**config.mk**
```make
export PLATFORM = sky130hd
export DESIGN_NAME = wdt_top
export DESIGN_NICKNAME = d
export VERILOG_FILES = /design/src/rtl/wdt_pkg.sv /design/src/rtl/wdt_unlock.sv /design/src/rtl/wdt_prescaler.sv /design/src/rtl/wdt_stages.sv /design/src/rtl/wdt_top.sv
export SDC_FILE = /design/constraint.sdc
export NUM_CORES = 1
export LEC_CHECK = 0
export ABC_AREA = 1
export BUFFER_PORTS_ARGS = -buffer_cell sky130_fd_sc_hd__buf_4
export CORE_ASPECT_RATIO = 2
export CORE_MARGIN = 5
export CORE_UTILIZATION = 48
export DETAILED_ROUTE_END_ITERATION = 8
export GPL_ROUTABILITY_DRIVEN = 0
export PLACE_DENSITY = 0.71
export SLEW_MARGIN = 30
export SYNTH_ARGS = -nofsm -noshare
export SYNTH_HDL_FRONTEND = slang
export SYNTH_SLANG_ARGS = --single-unit
```
**constraint.sdc**
```tcl
create_clock -name clk -period 4.3 [get_ports clk]
set_input_delay 0.215 -clock clk [delete_from_list [all_inputs] [get_ports clk]]
set_output_delay 0.215 -clock clk [all_outputs]
set_load 0.05 [all_outputs]
```
**src/rtl/wdt_pkg.sv**
```systemverilog
package wdt_pkg;

    typedef enum logic [1:0] {
        KEY_IDLE,
        KEY_HALF,
        KEY_OPEN
    } key_state_t;

    typedef enum logic [1:0] {
        ST_OFF,
        ST_RUN1,
        ST_RUN2,
        ST_BITE
    } stage_state_t;

    localparam logic [4:0] OFS_RELOAD = 5'h00;
    localparam logic [4:0] OFS_PRE1   = 5'h04;
    localparam logic [4:0] OFS_PRE2   = 5'h08;
    localparam logic [4:0] OFS_ISR    = 5'h0C;
    localparam logic [4:0] OFS_CFG    = 5'h10;
    localparam logic [4:0] OFS_CTRL   = 5'h14;

    localparam int KEY_FIRST  = 'h80;
    localparam int KEY_SECOND = 'h86;

    localparam int BIT_RELOAD  = 8;
    localparam int BIT_TOFLAG  = 9;
    localparam int BIT_LOCK    = 0;
    localparam int BIT_ENABLE  = 1;
    localparam int BIT_MODE    = 2;
    localparam int BIT_FAST    = 2;
    localparam int BIT_RSTDIS  = 5;

endpackage

```
**src/rtl/wdt_unlock.sv**
```systemverilog
module wdt_unlock
    import wdt_pkg::*;
#(
    parameter int DATA_W = 32
) (
    input  logic              clk,
    input  logic              rst_n,
    input  logic              wr_reload,
    input  logic              wr_guarded,
    input  logic [DATA_W-1:0] wdata,
    output logic              accept_o
);

    key_state_t state_q, state_d;
    logic is_first, is_second;

    assign is_first  = (wdata == DATA_W'(KEY_FIRST));
    assign is_second = (wdata == DATA_W'(KEY_SECOND));

    always_ff @(posedge clk or negedge rst_n) begin
        if (!rst_n) state_q <= KEY_IDLE;
        else        state_q <= state_d;
    end

    always_comb begin
        state_d = state_q;
        unique case (state_q)
            KEY_IDLE: begin
                if (wr_reload && is_first) state_d = KEY_HALF;
            end
            KEY_HALF: begin
                if (wr_reload && is_second)     state_d = KEY_OPEN;
                else if (wr_reload && is_first) state_d = KEY_HALF;
                else if (wr_guarded)            state_d = KEY_IDLE;
            end
            KEY_OPEN: begin
                if (wr_guarded) state_d = KEY_IDLE;
            end
            default: state_d = KEY_IDLE;
        endcase
    end

    always_comb begin
        accept_o = (state_q == KEY_OPEN) && wr_guarded;
    end


    relock_after_use_chk: assert property (@(posedge clk) disable iff (!rst_n)
        accept_o |=> (state_q == KEY_IDLE));


    open_only_after_half_chk: assert property (@(posedge clk) disable iff (!rst_n)
        $rose(state_q == KEY_OPEN) |-> ($past(state_q) == KEY_HALF));

endmodule

```
**src/rtl/wdt_prescaler.sv**
```systemverilog
module wdt_prescaler #(
    parameter int SLOW_EXP = 15,
    parameter int FAST_EXP = 5
) (
    input  logic clk,
    input  logic rst_n,
    input  logic run,
    input  logic clear,
    input  logic fast_sel,
    output logic tick_o
);

    logic [SLOW_EXP-1:0] div_q;

    always_ff @(posedge clk or negedge rst_n) begin
        if (!rst_n)              div_q <= '0;
        else if (clear || !run)  div_q <= '0;
        else                     div_q <= div_q + 1'b1;
    end

    always_comb begin
        if (fast_sel) tick_o = run && (&div_q[FAST_EXP-1:0]);
        else          tick_o = run && (&div_q);
    end


    tick_spacing_chk: assert property (@(posedge clk) disable iff (!rst_n)
        tick_o |=> !tick_o);

endmodule

```
**src/rtl/wdt_stages.sv**
```systemverilog
module wdt_stages
    import wdt_pkg::*;
#(
    parameter int CNT_W = 20
) (
    input  logic             clk,
    input  logic             rst_n,
    input  logic             run,
    input  logic             restart,
    input  logic             timer_mode,
    input  logic             tick,
    input  logic [CNT_W-1:0] pre1,
    input  logic [CNT_W-1:0] pre2,
    output logic             fire1_o,
    output logic             fire2_o,
    output logic             bite_o
);

    stage_state_t state_q, state_d;
    logic [CNT_W-1:0] cnt_q, cnt_d;
    logic at_end;

    assign at_end = tick && (cnt_q <= CNT_W'(1));

    always_ff @(posedge clk or negedge rst_n) begin
        if (!rst_n) begin
            state_q <= ST_OFF;
            cnt_q   <= '0;
        end else begin
            state_q <= state_d;
            cnt_q   <= cnt_d;
        end
    end

    always_comb begin
        state_d = state_q;
        cnt_d   = cnt_q;
        if (restart) begin
            state_d = ST_RUN1;
            cnt_d   = pre1;
        end else if (!run) begin
            state_d = ST_OFF;
            cnt_d   = '0;
        end else begin
            unique case (state_q)
                ST_OFF: begin
                    state_d = ST_OFF;
                end
                ST_RUN1: begin
                    if (at_end && timer_mode) begin
                        state_d = ST_RUN1;
                        cnt_d   = pre1;
                    end else if (at_end) begin
                        state_d = ST_RUN2;
                        cnt_d   = pre2;
                    end else if (tick) begin
                        cnt_d = cnt_q - 1'b1;
                    end
                end
                ST_RUN2: begin
                    if (at_end) begin
                        state_d = ST_BITE;
                        cnt_d   = '0;
                    end else if (tick) begin
                        cnt_d = cnt_q - 1'b1;
                    end
                end
                ST_BITE: begin
                    state_d = ST_RUN1;
                    cnt_d   = pre1;
                end
                default: state_d = ST_OFF;
            endcase
        end
    end

    always_comb begin
        fire1_o = run && !restart && (state_q == ST_RUN1) && at_end;
        fire2_o = run && !restart && (state_q == ST_RUN2) && at_end;
        bite_o  = (state_q == ST_BITE);
    end


    bite_single_chk: assert property (@(posedge clk) disable iff (!rst_n)
        (state_q == ST_BITE) |=> (state_q != ST_BITE));


    restart_load_chk: assert property (@(posedge clk) disable iff (!rst_n)
        restart |=> ((state_q == ST_RUN1) && (cnt_q == $past(pre1))));


    timer_no_stage2_chk: assert property (@(posedge clk) disable iff (!rst_n)
        (timer_mode && run && (state_q == ST_RUN1)) |=> (state_q != ST_RUN2));

endmodule

```
**src/rtl/wdt_top.sv**
```systemverilog
module wdt_top
    import wdt_pkg::*;
#(
    parameter int CNT_W    = 20,
    parameter int SLOW_EXP = 15,
    parameter int FAST_EXP = 5,
    parameter int DATA_W   = 32,
    parameter int ADDR_W   = 5
) (
    input  logic              clk,
    input  logic              rst_n,
    input  logic              bus_wr,
    input  logic [ADDR_W-1:0] bus_addr,
    input  logic [DATA_W-1:0] bus_wdata,
    output logic [DATA_W-1:0] bus_rdata,
    output logic              irq_o,
    output logic              wdt_rst_o
);

    localparam int CFG_W = 6;

    logic [CNT_W-1:0] pre1_q, pre2_q;
    logic [CFG_W-1:0] cfg_q;
    logic lock_q, en_q, mode_q, isr_q, flag_q;

    logic wr_reload, wr_pre1, wr_pre2, wr_isr, wr_cfg, wr_ctrl, wr_guarded;
    logic accept, reload_cmd, flag_clr, en_start, restart;
    logic tick, fire1, fire2, bite;

    assign wr_reload  = bus_wr && (bus_addr == ADDR_W'(OFS_RELOAD));
    assign wr_pre1    = bus_wr && (bus_addr == ADDR_W'(OFS_PRE1));
    assign wr_pre2    = bus_wr && (bus_addr == ADDR_W'(OFS_PRE2));
    assign wr_isr     = bus_wr && (bus_addr == ADDR_W'(OFS_ISR));
    assign wr_cfg     = bus_wr && (bus_addr == ADDR_W'(OFS_CFG));
    assign wr_ctrl    = bus_wr && (bus_addr == ADDR_W'(OFS_CTRL));
    assign wr_guarded = wr_reload || wr_pre1 || wr_pre2;

    wdt_unlock #(.DATA_W(DATA_W)) u_unlock (
        .clk        (clk),
        .rst_n      (rst_n),
        .wr_reload  (wr_reload),
        .wr_guarded (wr_guarded),
        .wdata      (bus_wdata),
        .accept_o   (accept)
    );

    assign reload_cmd = accept && wr_reload && bus_wdata[BIT_RELOAD];
    assign flag_clr   = accept && wr_reload && bus_wdata[BIT_TOFLAG];
    assign en_start   = wr_ctrl && bus_wdata[BIT_ENABLE] && !en_q;
    assign restart    = (reload_cmd && en_q) || en_start;

    always_ff @(posedge clk or negedge rst_n) begin
        if (!rst_n) begin
            pre1_q <= '0;
            pre2_q <= '0;
        end else begin
            if (accept && wr_pre1) pre1_q <= bus_wdata[CNT_W-1:0];
            if (accept && wr_pre2) pre2_q <= bus_wdata[CNT_W-1:0];
        end
    end

    always_ff @(posedge clk or negedge rst_n) begin
        if (!rst_n) begin
            cfg_q <= '0;
        end else if (wr_cfg) begin
            cfg_q <= '0;
            cfg_q[BIT_RSTDIS] <= bus_wdata[BIT_RSTDIS];
            cfg_q[BIT_FAST]   <= bus_wdata[BIT_FAST];
            cfg_q[1:0]        <= bus_wdata[1:0];
        end
    end

    always_ff @(posedge clk or negedge rst_n) begin
        if (!rst_n) begin
            lock_q <= 1'b0;
            en_q   <= 1'b0;
            mode_q <= 1'b0;
        end else if (wr_ctrl) begin
            if (lock_q) begin
                en_q <= en_q | bus_wdata[BIT_ENABLE];
            end else begin
                lock_q <= bus_wdata[BIT_LOCK];
                en_q   <= bus_wdata[BIT_ENABLE];
                mode_q <= bus_wdata[BIT_MODE];
            end
        end
    end

    wdt_prescaler #(.SLOW_EXP(SLOW_EXP), .FAST_EXP(FAST_EXP)) u_presc (
        .clk      (clk),
        .rst_n    (rst_n),
        .run      (en_q),
        .clear    (restart),
        .fast_sel (cfg_q[BIT_FAST]),
        .tick_o   (tick)
    );

    wdt_stages #(.CNT_W(CNT_W)) u_stages (
        .clk        (clk),
        .rst_n      (rst_n),
        .run        (en_q),
        .restart    (restart),
        .timer_mode (mode_q),
        .tick       (tick),
        .pre1       (pre1_q),
        .pre2       (pre2_q),
        .fire1_o    (fire1),
        .fire2_o    (fire2),
        .bite_o     (bite)
    );

    always_ff @(posedge clk or negedge rst_n) begin
        if (!rst_n) begin
            isr_q  <= 1'b0;
            flag_q <= 1'b0;
        end else begin
            if (fire1 && (cfg_q[1:0] != 2'b11)) isr_q <= 1'b1;
            else if (wr_isr && bus_wdata[0])    isr_q <= 1'b0;
            if (fire2 && !cfg_q[BIT_RSTDIS])    flag_q <= 1'b1;
            else if (flag_clr)                  flag_q <= 1'b0;
        end
    end

    always_comb begin
        bus_rdata = '0;
        unique case (bus_addr)
            ADDR_W'(OFS_RELOAD): bus_rdata[BIT_TOFLAG] = flag_q;
            ADDR_W'(OFS_PRE1):   bus_rdata[CNT_W-1:0]  = pre1_q;
            ADDR_W'(OFS_PRE2):   bus_rdata[CNT_W-1:0]  = pre2_q;
            ADDR_W'(OFS_ISR):    bus_rdata[0]          = isr_q;
            ADDR_W'(OFS_CFG):    bus_rdata[CFG_W-1:0]  = cfg_q;
            ADDR_W'(OFS_CTRL):   bus_rdata[2:0]        = {mode_q, en_q, lock_q};
            default:             bus_rdata             = '0;
        endcase
    end

    assign irq_o     = isr_q;
    assign wdt_rst_o = bite && !cfg_q[BIT_RSTDIS];


    lock_sticky_chk: assert property (@(posedge clk) disable iff (!rst_n)
        lock_q |=> lock_q);


    enable_held_chk: assert property (@(posedge clk) disable iff (!rst_n)
        (lock_q && en_q) |=> en_q);


    flag_cause_chk: assert property (@(posedge clk) disable iff (!rst_n)
        $rose(flag_q) |-> $past(fire2));


    irq_gate_chk: assert property (@(posedge clk) disable iff (!rst_n)
        $rose(isr_q) |-> ($past(cfg_q[1:0]) != 2'b11));


    rst_gate_chk: assert property (@(posedge clk) disable iff (!rst_n)
        cfg_q[BIT_RSTDIS] |-> !wdt_rst_o);

endmodule

```
==> metrics.cfg, run 1 <==
[clock_tree]
cts_tree = built
clk-insertion-delay-late_ns = 0.34
cts_setup_buffers = 0
cts_resized = 0
clock_path_buffers = 2
root_buffer = clkbuf_16
cts_hold_buf = 1
clk_pin_slew_ns = 0.07
cts.sinks = 88
numCtsBuffers = 9
cts_max_level = 3

[worst_setup_path]
critPathArrivalTime_ns = 3.02
critical_path_required_ns = 4.53
cp_max_fo = 13
crit_top_cell = nand2_1
critPathBufInv = 1
path_class = reg -> reg
rrSetupSlack_ns = 1.51
end_kind = register
start_kind = register
path_cells = inv_1 > ha_1 > or2_2 > nand4_1 > nor2_4 > nand3_1 > nand3_1 > nand4_1 > nand2_1 > nand2_1 > nand2_1 > nand2_1
path_delay_family = simple AND/OR/NAND/NOR gates
r2r_cells = 12
reg2reg_to = u_stages.cnt_q[8]
slowest_stage = nand3_1
worstReg2RegStart = u_stages.cnt_q[0]
slowest_delay_ns = 0.48

[min_path]
whs_endpoint = mode_q
holdCritStartpoint = bus_wdata[2]
worstHoldPathType = in -> reg
hold_depth = 3

[global_routing]
grt_util_all_layers_pct = 24.27
grt_first_pass_wirelength_um = 28100
antenna_found_initial = 0
overflow = 0
grt_pass1_vias = 5671
grt_start_max_net_pins = 47

[synth]
synth_compound_area_share_pct = 12.98
syn_area_per_cell_um2 = 6.789
synth_top_area_share_pct = 37.63
synth_area_leader_cell = dfrtp_1
synth_fa_ha_area_share_pct = 0.8552
synthCells = 862
ys_seq_area_share_pct = 37.63
synth_cell_types = 47
yosys.area_share.simple_pct = 36.03
yosys_warnings = 0
synthMuxAreaShare_pct = 0
synth_top_family_by_area = simple AND/OR/NAND/NOR gates
yosys.area_share.xor_xnor_pct = 1.946
yosys-top-cells-area = dfrtp_1 (38%), nand2_1 (18%), inv_1 (5.8%)
syn_area_mm2 = 0.005852
ys_ff_latch = 88

[routing]
routed_wirelength_um = 17150
via_per_inst = 5.465
drt_iter0_markers = 438
routedWlPerCell_um = 16.16
drc = 0
dr.pass1.iters = 6
num_vias = 5798
antenna_left = 0

[finish]
multi_input_area_mm2 = 0.003079
area_delta_synth_final_pct = 13.81
antenna_cells = 0
layoutNonFillerInstCount = 1061
nNetsFinal = 953
drive_gt1_share_pct = 13.24
register_area_mm2 = 0.002202
final_common_cell = nand2_1
mostFrequentLayoutCells = nand2_1 (285), inv_1 (90), dfrtp_1 (88), nor2_1 (77), buf_4 (66)
final_util_pct = 55.26
fillers = 1188

[placed_design]
hpwlAfterDp_um = 13130
dp.cells = 1044
port_buffers = 61
post-place-ws_ns = 1.580

[timing]
tightest_slew_ns = 0.6595
period_share_pct = 64.87
slew_headroom_pct = 55.63
setup_viol = 0
hold_ws_ns = 0.1282
period_needed_ns = 2.790
final_hold_viol_count = 0
finalWorstSetupSlack_ns = 1.510
fmax_ghz = 0.3585
fin_tns_setup_ns = 0
grt_setup_unrepaired = false
maxSlewViolCount = 0
skew_ns = 0.007691

[floorplanning]
fp.coreArea_mm2 = 0.01205
die_w_um = 88.08
dieArea_mm2 = 0.01463
io_pins = 74
start_util_pct = 48.55
die_h_um = 166.2
rows = 57

[pwr]
leakage_nw = 3.289
power_density_mw_per_mm2 = 451.8
ir_worst_vdd_v = 0.0002444

[outcome]
status = complete, no violations

[job]
cap_violations = 0

[registers in the layout, indices dropped and copies added, names as in the netlist]
signal	cells
u_presc.div_q	15
irq_o	1
u_stages.state_q	2
u_stages.cnt_q	20
pre2_q	20
en_q	1
flag_q	1
pre1_q	20
u_unlock.state_q	2
mode_q	1
cfg_q	4
lock_q	1
[Yosys cell counts (all sizes together)]
cell type    n
o2111ai      2
a32oi        1
a21oi       45
dfrtp       88
nor3b        1
ha           4
xnor2        4
nand3b       3
nand3       48
and3         1
nand4       30
buf         31
inv         96
nand2      293
conb         1
xor2         9
o31ai        1
clkbuf      11
a221oi       1
nor2        92
clkinv       1
o22ai        3
o221ai       1
a21o         1
nor3         4
o211ai       6
or2          1
a31o         1
o21ai       75
nor4         7
[worst register-to-register path: cells and delay by family, from the launching register on]
kind                       cells  cell delay (ns)
DFF                            1             0.44
adders and majority gates      1             0.30
buffers and inverters          1             0.20
and+or+nand+nor               10             1.74
[cells by family (layout without fill, tap and decap cells)]
group	Yosys count	count (layout)
DFF	88	88
buffers and inverters	139	180
other	1	12
and+or+nand+nor	480	480
xor gates and xnor gates	13	13
adders and majority gates	4	4
AOI/OAI and AO/OA	137	137
[routing by layer]
layer	vias up	track usage [%]	part of all wire, %	routed length, um
li1	2851	-	-	-
met1	2641	27.13	37	6347
met2	242	42.61	52	8961
met3	64	3.873	5.0	858
met4	0	13.09	5.7	979
met5	-	0	0	0
[where the power goes]
| group | internal [mW] | switching (mW) | leakage, nW |
|---|---|---|---|
| combinational | 0.359 | 0.639 | 1.97 |
| clock | 0.517 | 0.350 | 0.161 |
| sequential | 0.958 | 0.186 | 1.15 |
| total | 1.83 | 1.18 | 3.29 |
[worst max path at each step]
stage,cells past startpoint,end,startpoint,slack [ns]
after CTS,12,u_stages.cnt_q[8],u_stages.cnt_q[0],1.57
after global routing,12,u_stages.cnt_q[8],u_stages.cnt_q[0],1.26
after detailed placement,12,u_stages.cnt_q[8],u_stages.cnt_q[0],1.58
after global placement,11,u_stages.cnt_q[8],u_presc.div_q[0],1.68
after floorplan,6,bus_rdata[14],bus_addr[1],2.02
final,12,u_stages.cnt_q[8],u_stages.cnt_q[0],1.51
[metrics by stage]
stage,power [mW],instance area (um2)
floorplan,1.880,5893
global placement,2.131,6325
detailed placement,2.138,6325
CTS,3.012,6660
global route,3.212,6660
finish,3.009,6660
[final cells by class]
type,instances,share of cell area [%]
inverters,97,5.467
repair buffers,67,7.590
clock buffers,9,3.382
clock inverters,7,1.503
well taps,147,2.762
flip-flops and latches,88,33.06
multi-input cells,646,46.23
Power figures use the tool's default switching activity.
==> inputs of run 2 (changes only) <==
--- a/config.mk
+++ b/config.mk
@@ -12,7 +12,7 @@
 export CORE_UTILIZATION = 48
 export DETAILED_ROUTE_END_ITERATION = 8
 export GPL_ROUTABILITY_DRIVEN = 0
-export PLACE_DENSITY = 0.71
+export PLACE_DENSITY = 0.74
 export SLEW_MARGIN = 30
 export SYNTH_ARGS = -nofsm -noshare
 export SYNTH_HDL_FRONTEND = slang
==> constraint.sdc (replaced) <==
create_clock -name clk -period 2.55 [get_ports clk]
set_input_delay 0.1275 -clock clk [delete_from_list [all_inputs] [get_ports clk]]
set_output_delay 0.1275 -clock clk [all_outputs]
set_load 0.05 [all_outputs]
==> run 2 against run 1 <==
- sequential cell count stayed put
- sequential share of layout area is 0.16 points lower
- register-to-register slack worse by 1.3 ns
- critical endpoint is now u_stages.cnt_q[5]
- maximum frequency is 19% higher
- largest power group unchanged
- non-clock buffer count is 11 higher
- core utilization is 0.27 points higher
- clock-buffer cell count is 2 higher
- worst setup slack worse by 1.3 ns
- final cell count is 0.85% higher
- clock skew hardly changed
- clock power is 41% higher
==> metrics.cfg, run 2 (synthesis results as in run 1) <==
[pwr]
p_comb_share_pct = 36.4
seqPwrFrac_pct = 38.9
power_density_mw_per_mm2 = 735.8
p_int_mw = 2.946
total_power_mw = 4.925
leakage_nw = 3.310
swShare_pct = 40.18
p_sw_mw = 1.979
clkPwrFrac_pct = 24.7
ir_worst_vdd_v = 0.0004429

[placed_design]
post-place-ws_ns = 0.2316
place_area_mm2 = 0.006420
hpwlAfterDp_um = 13470
port_buffers = 61

[timing]
setup_viol = 0
hold_ws_ns = 0.03721
period_needed_ns = 2.343
finalWorstSetupSlack_ns = 0.2067
maxSlewViolCount = 0
skew_ns = 0.007943
final_hold_viol_count = 0
fin_tns_setup_ns = 0
period_share_pct = 91.90
grt_setup_unrepaired = false
fmax_ghz = 0.4267
tightest_slew_ns = 0.7510
slew_headroom_pct = 49.47

[worst_setup_path]
critical_path_required_ns = 2.79
worstReg2RegStart = u_presc.div_q[0]
rrSetupSlack_ns = 0.21
path_class = reg -> reg
end_kind = register
critPathArrivalTime_ns = 2.58
reg2reg_to = u_stages.cnt_q[5]
cp_max_fo = 14
start_kind = register
r2r_cells = 16

[routing]
routed_wirelength_um = 17350
via_per_inst = 5.441
drt_iter0_markers = 384
num_vias = 5822
antenna_left = 0
drc = 0
routedWlPerCell_um = 16.21
dr.pass1.iters = 5

[min_path]
whs_endpoint = mode_q
worstHoldPathType = in -> reg
holdCritStartpoint = bus_wdata[2]
hold_depth = 3

[clock_tree]
clk_pin_slew_ns = 0.07
clk-insertion-delay-late_ns = 0.34
root_buffer = clkbuf_16
cts_max_level = 3
clock_path_buffers = 2
cts_tree = built
cts_resized = 0
cts.sinks = 88
numCtsBuffers = 9

[finish]
antenna_cells = 0
reg.largest.list = pre1_q: 20 flops, pre2_q: 20 flops, u_stages.cnt_q: 20 flops
final_common_cell = nand2_1
area_delta_synth_final_pct = 14.37
drive_gt1_share_pct = 13.98
mostFrequentLayoutCells = nand2_1 (285), inv_1 (90), dfrtp_1 (88), nor2_1 (77), buf_4 (76)
post-route-cell-area_mm2 = 0.006693
nNetsFinal = 964

[global_routing]
grt_pass1_vias = 5863
grt_first_pass_wirelength_um = 28070
antenna_found_initial = 0
grt_start_max_net_pins = 62
grt_util_all_layers_pct = 24.52
overflow = 0

[floorplanning]
die_w_um = 88.08
fp.coreArea_mm2 = 0.01205
dieArea_mm2 = 0.01463
die_h_um = 166.2
start_util_pct = 48.55
rows = 57
io_pins = 74

[job]
cap_violations = 0

[outcome]
status = complete, no violations

-- run 2: cell types whose count changed in the layout (fill, tap and decap cells not counted) --
| cell | before | now |
|---|---|---|
| buf_12 | 0 | 1 |
| buf_4 | 66 | 76 |
| bufinv_16 | 2 | 0 |
| clkbuf_1 | 0 | 1 |
| clkbuf_8 | 0 | 1 |
| clkinvlp_4 | 0 | 2 |
| inv_6 | 4 | 0 |
-- run 2: final cells by class --
class / count / area [um2]
Inverter: 97 / 364.1
Clock buffer: 11 / 242.7
Clock inverter: 3 / 20.02
Sequential cell: 88 / 2202
Tap cell: 147 / 183.9
Fill cell: 1157 / 5360
Timing Repair Buffer: 78 / 600.6
Multi-Input combinational cell: 646 / 3079
-- run 2: timing repair --
item	CTS	global route
setup buffers	0	0
hold endpoints to repair	27	0
hold buffers	1	0
-- run 2: power by group through the flow --
| stage | clock [mW] | combinational, mW | sequential (mW) |
|---|---|---|---|
| after detailed placement | 0 | 1.77 | 1.93 |
| after global routing | 1.28 | 2.07 | 1.94 |
| final | 1.22 | 1.79 | 1.91 |
| after global placement | 0 | 1.76 | 1.92 |
| after floorplan | 0 | 1.33 | 1.84 |
| after CTS | 1.23 | 1.79 | 1.91 |
-- run 2: worst max-delay path by stage --
stage | start | endpoint | slack (ns)
2_1_floorplan | bus_addr[1] | bus_rdata[14] | 0.45
3_3_place_gp | u_presc.div_q[0] | u_stages.cnt_q[5] | 0.28
3_5_place_dp | u_presc.div_q[0] | u_stages.cnt_q[5] | 0.23
4_1_cts | u_presc.div_q[0] | u_stages.cnt_q[5] | 0.22
5_1_grt | u_presc.div_q[0] | u_stages.cnt_q[6] | 0.003
6_report | u_presc.div_q[0] | u_stages.cnt_q[5] | 0.21
-- run 2: routing by layer --
layer	vias up	part of all wire [%]	wire, um	GRT usage, %
li1	2875	-	-	-
met1	2639	36	6256	26.47
met2	227	52	9076	42.44
met3	81	4.0	694	2.830
met4	0	7.6	1320	17.76
met5	-	0	0	0
-- run 2: worst max-delay path: stages, from the launching register on --
cell	delay [ns]
dfrtp_1	0.39
ha_1	0.23
nand2_2	0.10
nor2_4	0.05
ha_1	0.19
o21ai_2	0.29
inv_2	0.14
nand2_4	0.19
nor2_4	0.11
nand2_1	0.14
nand3_1	0.09
nand2_1	0.07
nand2_1	0.05
nand2_1	0.05
nand2_1	0.05
nand2_1	0.06
nand2_1	0.04
-- run 2: stage by stage --
stage          utilization (%)  cells
4_1_cts                  55.53   1070
3_5_place_dp             53.26   1055
3_3_place_gp             53.26   1055
5_1_grt                  55.53   1070
6_report                 55.53   1070
2_1_floorplan                -    873
==> inputs of run 3 (changes only) <==
--- a/config.mk
+++ b/config.mk
@@ -6,7 +6,7 @@
 export NUM_CORES = 1
 export LEC_CHECK = 0
 export ABC_AREA = 1
-export BUFFER_PORTS_ARGS = -buffer_cell sky130_fd_sc_hd__buf_4
+export BUFFER_PORTS_ARGS = -buffer_cell sky130_fd_sc_hd__buf_2
 export CORE_ASPECT_RATIO = 2
 export CORE_MARGIN = 5
 export CORE_UTILIZATION = 48
==> run 3 against run 2 <==
- die area did not move
- critical endpoint is now u_stages.cnt_q[19]
- largest cell class unchanged
- sequential share of layout area rose by 0.38 points
- via count rose by 1.3%
- sequential cell count did not move
- combinational power barely moved
- first-iteration DRC count rose by 56%
- clock power rose by 14%
- maximum frequency rose by 0.19%
- design area fell by 1.1%
- largest power group unchanged
- clock skew fell by 0.0027 ns
==> metrics.cfg, run 3 (synthesis results as in run 1) <==
[finish]
area_delta_synth_final_pct = 13.06
final_common_cell = nand2_1
mostFrequentLayoutCells = nand2_1 (285), inv_1 (90), dfrtp_1 (88), nor2_1 (77), buf_2 (60)
drive_gt1_share_pct = 14.13
nNetsFinal = 967
reg.largest.list = pre1_q: 20 flops, pre2_q: 20 flops, u_stages.cnt_q: 20 flops
antenna_cells = 0
post-route-cell-area_mm2 = 0.006616

[clock_tree]
root_buffer = clkbuf_16
clock_path_buffers = 2
cts.sinks = 88
cts_tree = built
clk-insertion-delay-late_ns = 0.34
clk_pin_slew_ns = 0.06
cts_max_level = 3
numCtsBuffers = 9

[worst_setup_path]
path_class = reg -> reg
cp_max_fo = 15
slowest_stage = dfrtp_1
crit_top_cell = nand2_1
critPathBufInv = 2
start_kind = register
critical_path_required_ns = 2.79
path_cells = ha_1 > nand2_2 > nor2_4 > ha_1 > o21ai_4 > inv_2 > nand2_4 > nor2_4 > buf_4 > nand2_1 > nand3_1 > o21ai_1 > nand2_1 > nand2_1 > nand2_1
rrSetupSlack_ns = 0.21
path_delay_family = simple AND/OR/NAND/NOR gates
slowest_delay_ns = 0.39
end_kind = register
critPathArrivalTime_ns = 2.58

[routing]
via_per_inst = 5.491
routed_wirelength_um = 17800
routedWlPerCell_um = 16.58
dr.pass1.iters = 5
drt_iter0_markers = 599
num_vias = 5897
drc = 0
antenna_left = 0

[placed_design]
place_area_mm2 = 0.006262
port_buffers = 61
hpwlAfterDp_um = 13400

[timing]
slew_headroom_pct = 51.15
tightest_slew_ns = 0.7261
setup_viol = 0
maxSlewViolCount = 0
period_needed_ns = 2.339
final_hold_viol_count = 0
fmax_ghz = 0.4275
skew_ns = 0.005236
grt_setup_unrepaired = false
fin_tns_setup_ns = 0
period_share_pct = 91.72

[global_routing]
grt_first_pass_wirelength_um = 28550
grt_start_max_net_pins = 48
grt_pass1_vias = 5911
antenna_found_initial = 0
grt_util_met1_pct = 26.97
grt.met3_usage_pct = 3.128
grt_util_all_layers_pct = 24.93
overflow = 0
busiest_layer = met2
use_met2_pct = 43.69

[pwr]
leakage_nw = 3.308
power_density_mw_per_mm2 = 773.6
ir_worst_vdd_v = 0.0005079

[outcome]
status = complete, no violations

[floorplanning]
dieArea_mm2 = 0.01463
fp.coreArea_mm2 = 0.01205
die_h_um = 166.2
io_pins = 74
die_w_um = 88.08
rows = 57
start_util_pct = 48.55

[job]
cap_violations = 0

[min_path]
worstHoldPathType = in -> reg

==> run 3: cell type report <==
class	instances	area, um2
clock buffer	12	236.5
tap	147	183.9
timing repair buffer	79	457.9
inverter	97	364.1
multi-input combinational	648	3104
clock inverter	3	67.56
fill	1192	5436
sequential	88	2202
==> run 3: routing by layer <==
metal / part of all wire [%] / vias up
li1: - / 2881
met1: 35 / 2671
met2: 53 / 256
met3: 4.5 / 89
met4: 7.4 / 0
met5: 0 / -
==> run 3: worst reg2reg max path, delay by kind of cell, from the launching register on <==
kind	cells	cell delay, ns
adder cells (fa/ha/maj)	2	0.43
AO/OA/AOI/OAI	2	0.36
flip-flops	1	0.39
buffers and inverters	2	0.29
AND/OR/NAND/NOR	9	0.76
==> run 3: final timing paths <==
kind                                   from            endpoint  cells after the start
max                        u_presc.div_q[0]  u_stages.cnt_q[19]                     15
min                            bus_wdata[2]              mode_q                      3
max reg2reg                u_presc.div_q[0]  u_stages.cnt_q[19]                     15
min reg2reg                u_presc.div_q[0]    u_presc.div_q[0]                      1
max in group asynchronous             rst_n  u_stages.cnt_q[14]                      3
min in group asynchronous             rst_n    u_presc.div_q[6]                      2
==> run 3: power by group <==
| group | internal (mW) | switching [mW] |
|---|---|---|
| clock network | 0.855 | 0.536 |
| registers | 1.62 | 0.285 |
| logic | 0.643 | 1.18 |
| total | 3.12 | 2.00 |
==> run 3: what timing repair did <==
action / 4_1_cts / 5_1_grt
setup buffers: 0 / 2
resized for setup: 0 / 1
endpoints found under the setup margin: 0 / 7
hold buffers: 1 / 0
hold endpoints to repair: 46 / 0
==> run 3: stage by stage <==
step	std cells	worst slack [ns]	total power, mW	hold slack, ns	util (%)
finish	1074	0.2111	5.118	0.03542	54.89
detailed placement	1054	0.2039	3.693	0.1863	51.96
CTS	1070	0.1465	5.091	0.02672	54.56
global route	1074	0.04122	5.500	0.04732	54.89
global placement	1054	0.2201	3.665	0.1868	51.96
floorplan	873	0.4456	3.170	-0.1681	-
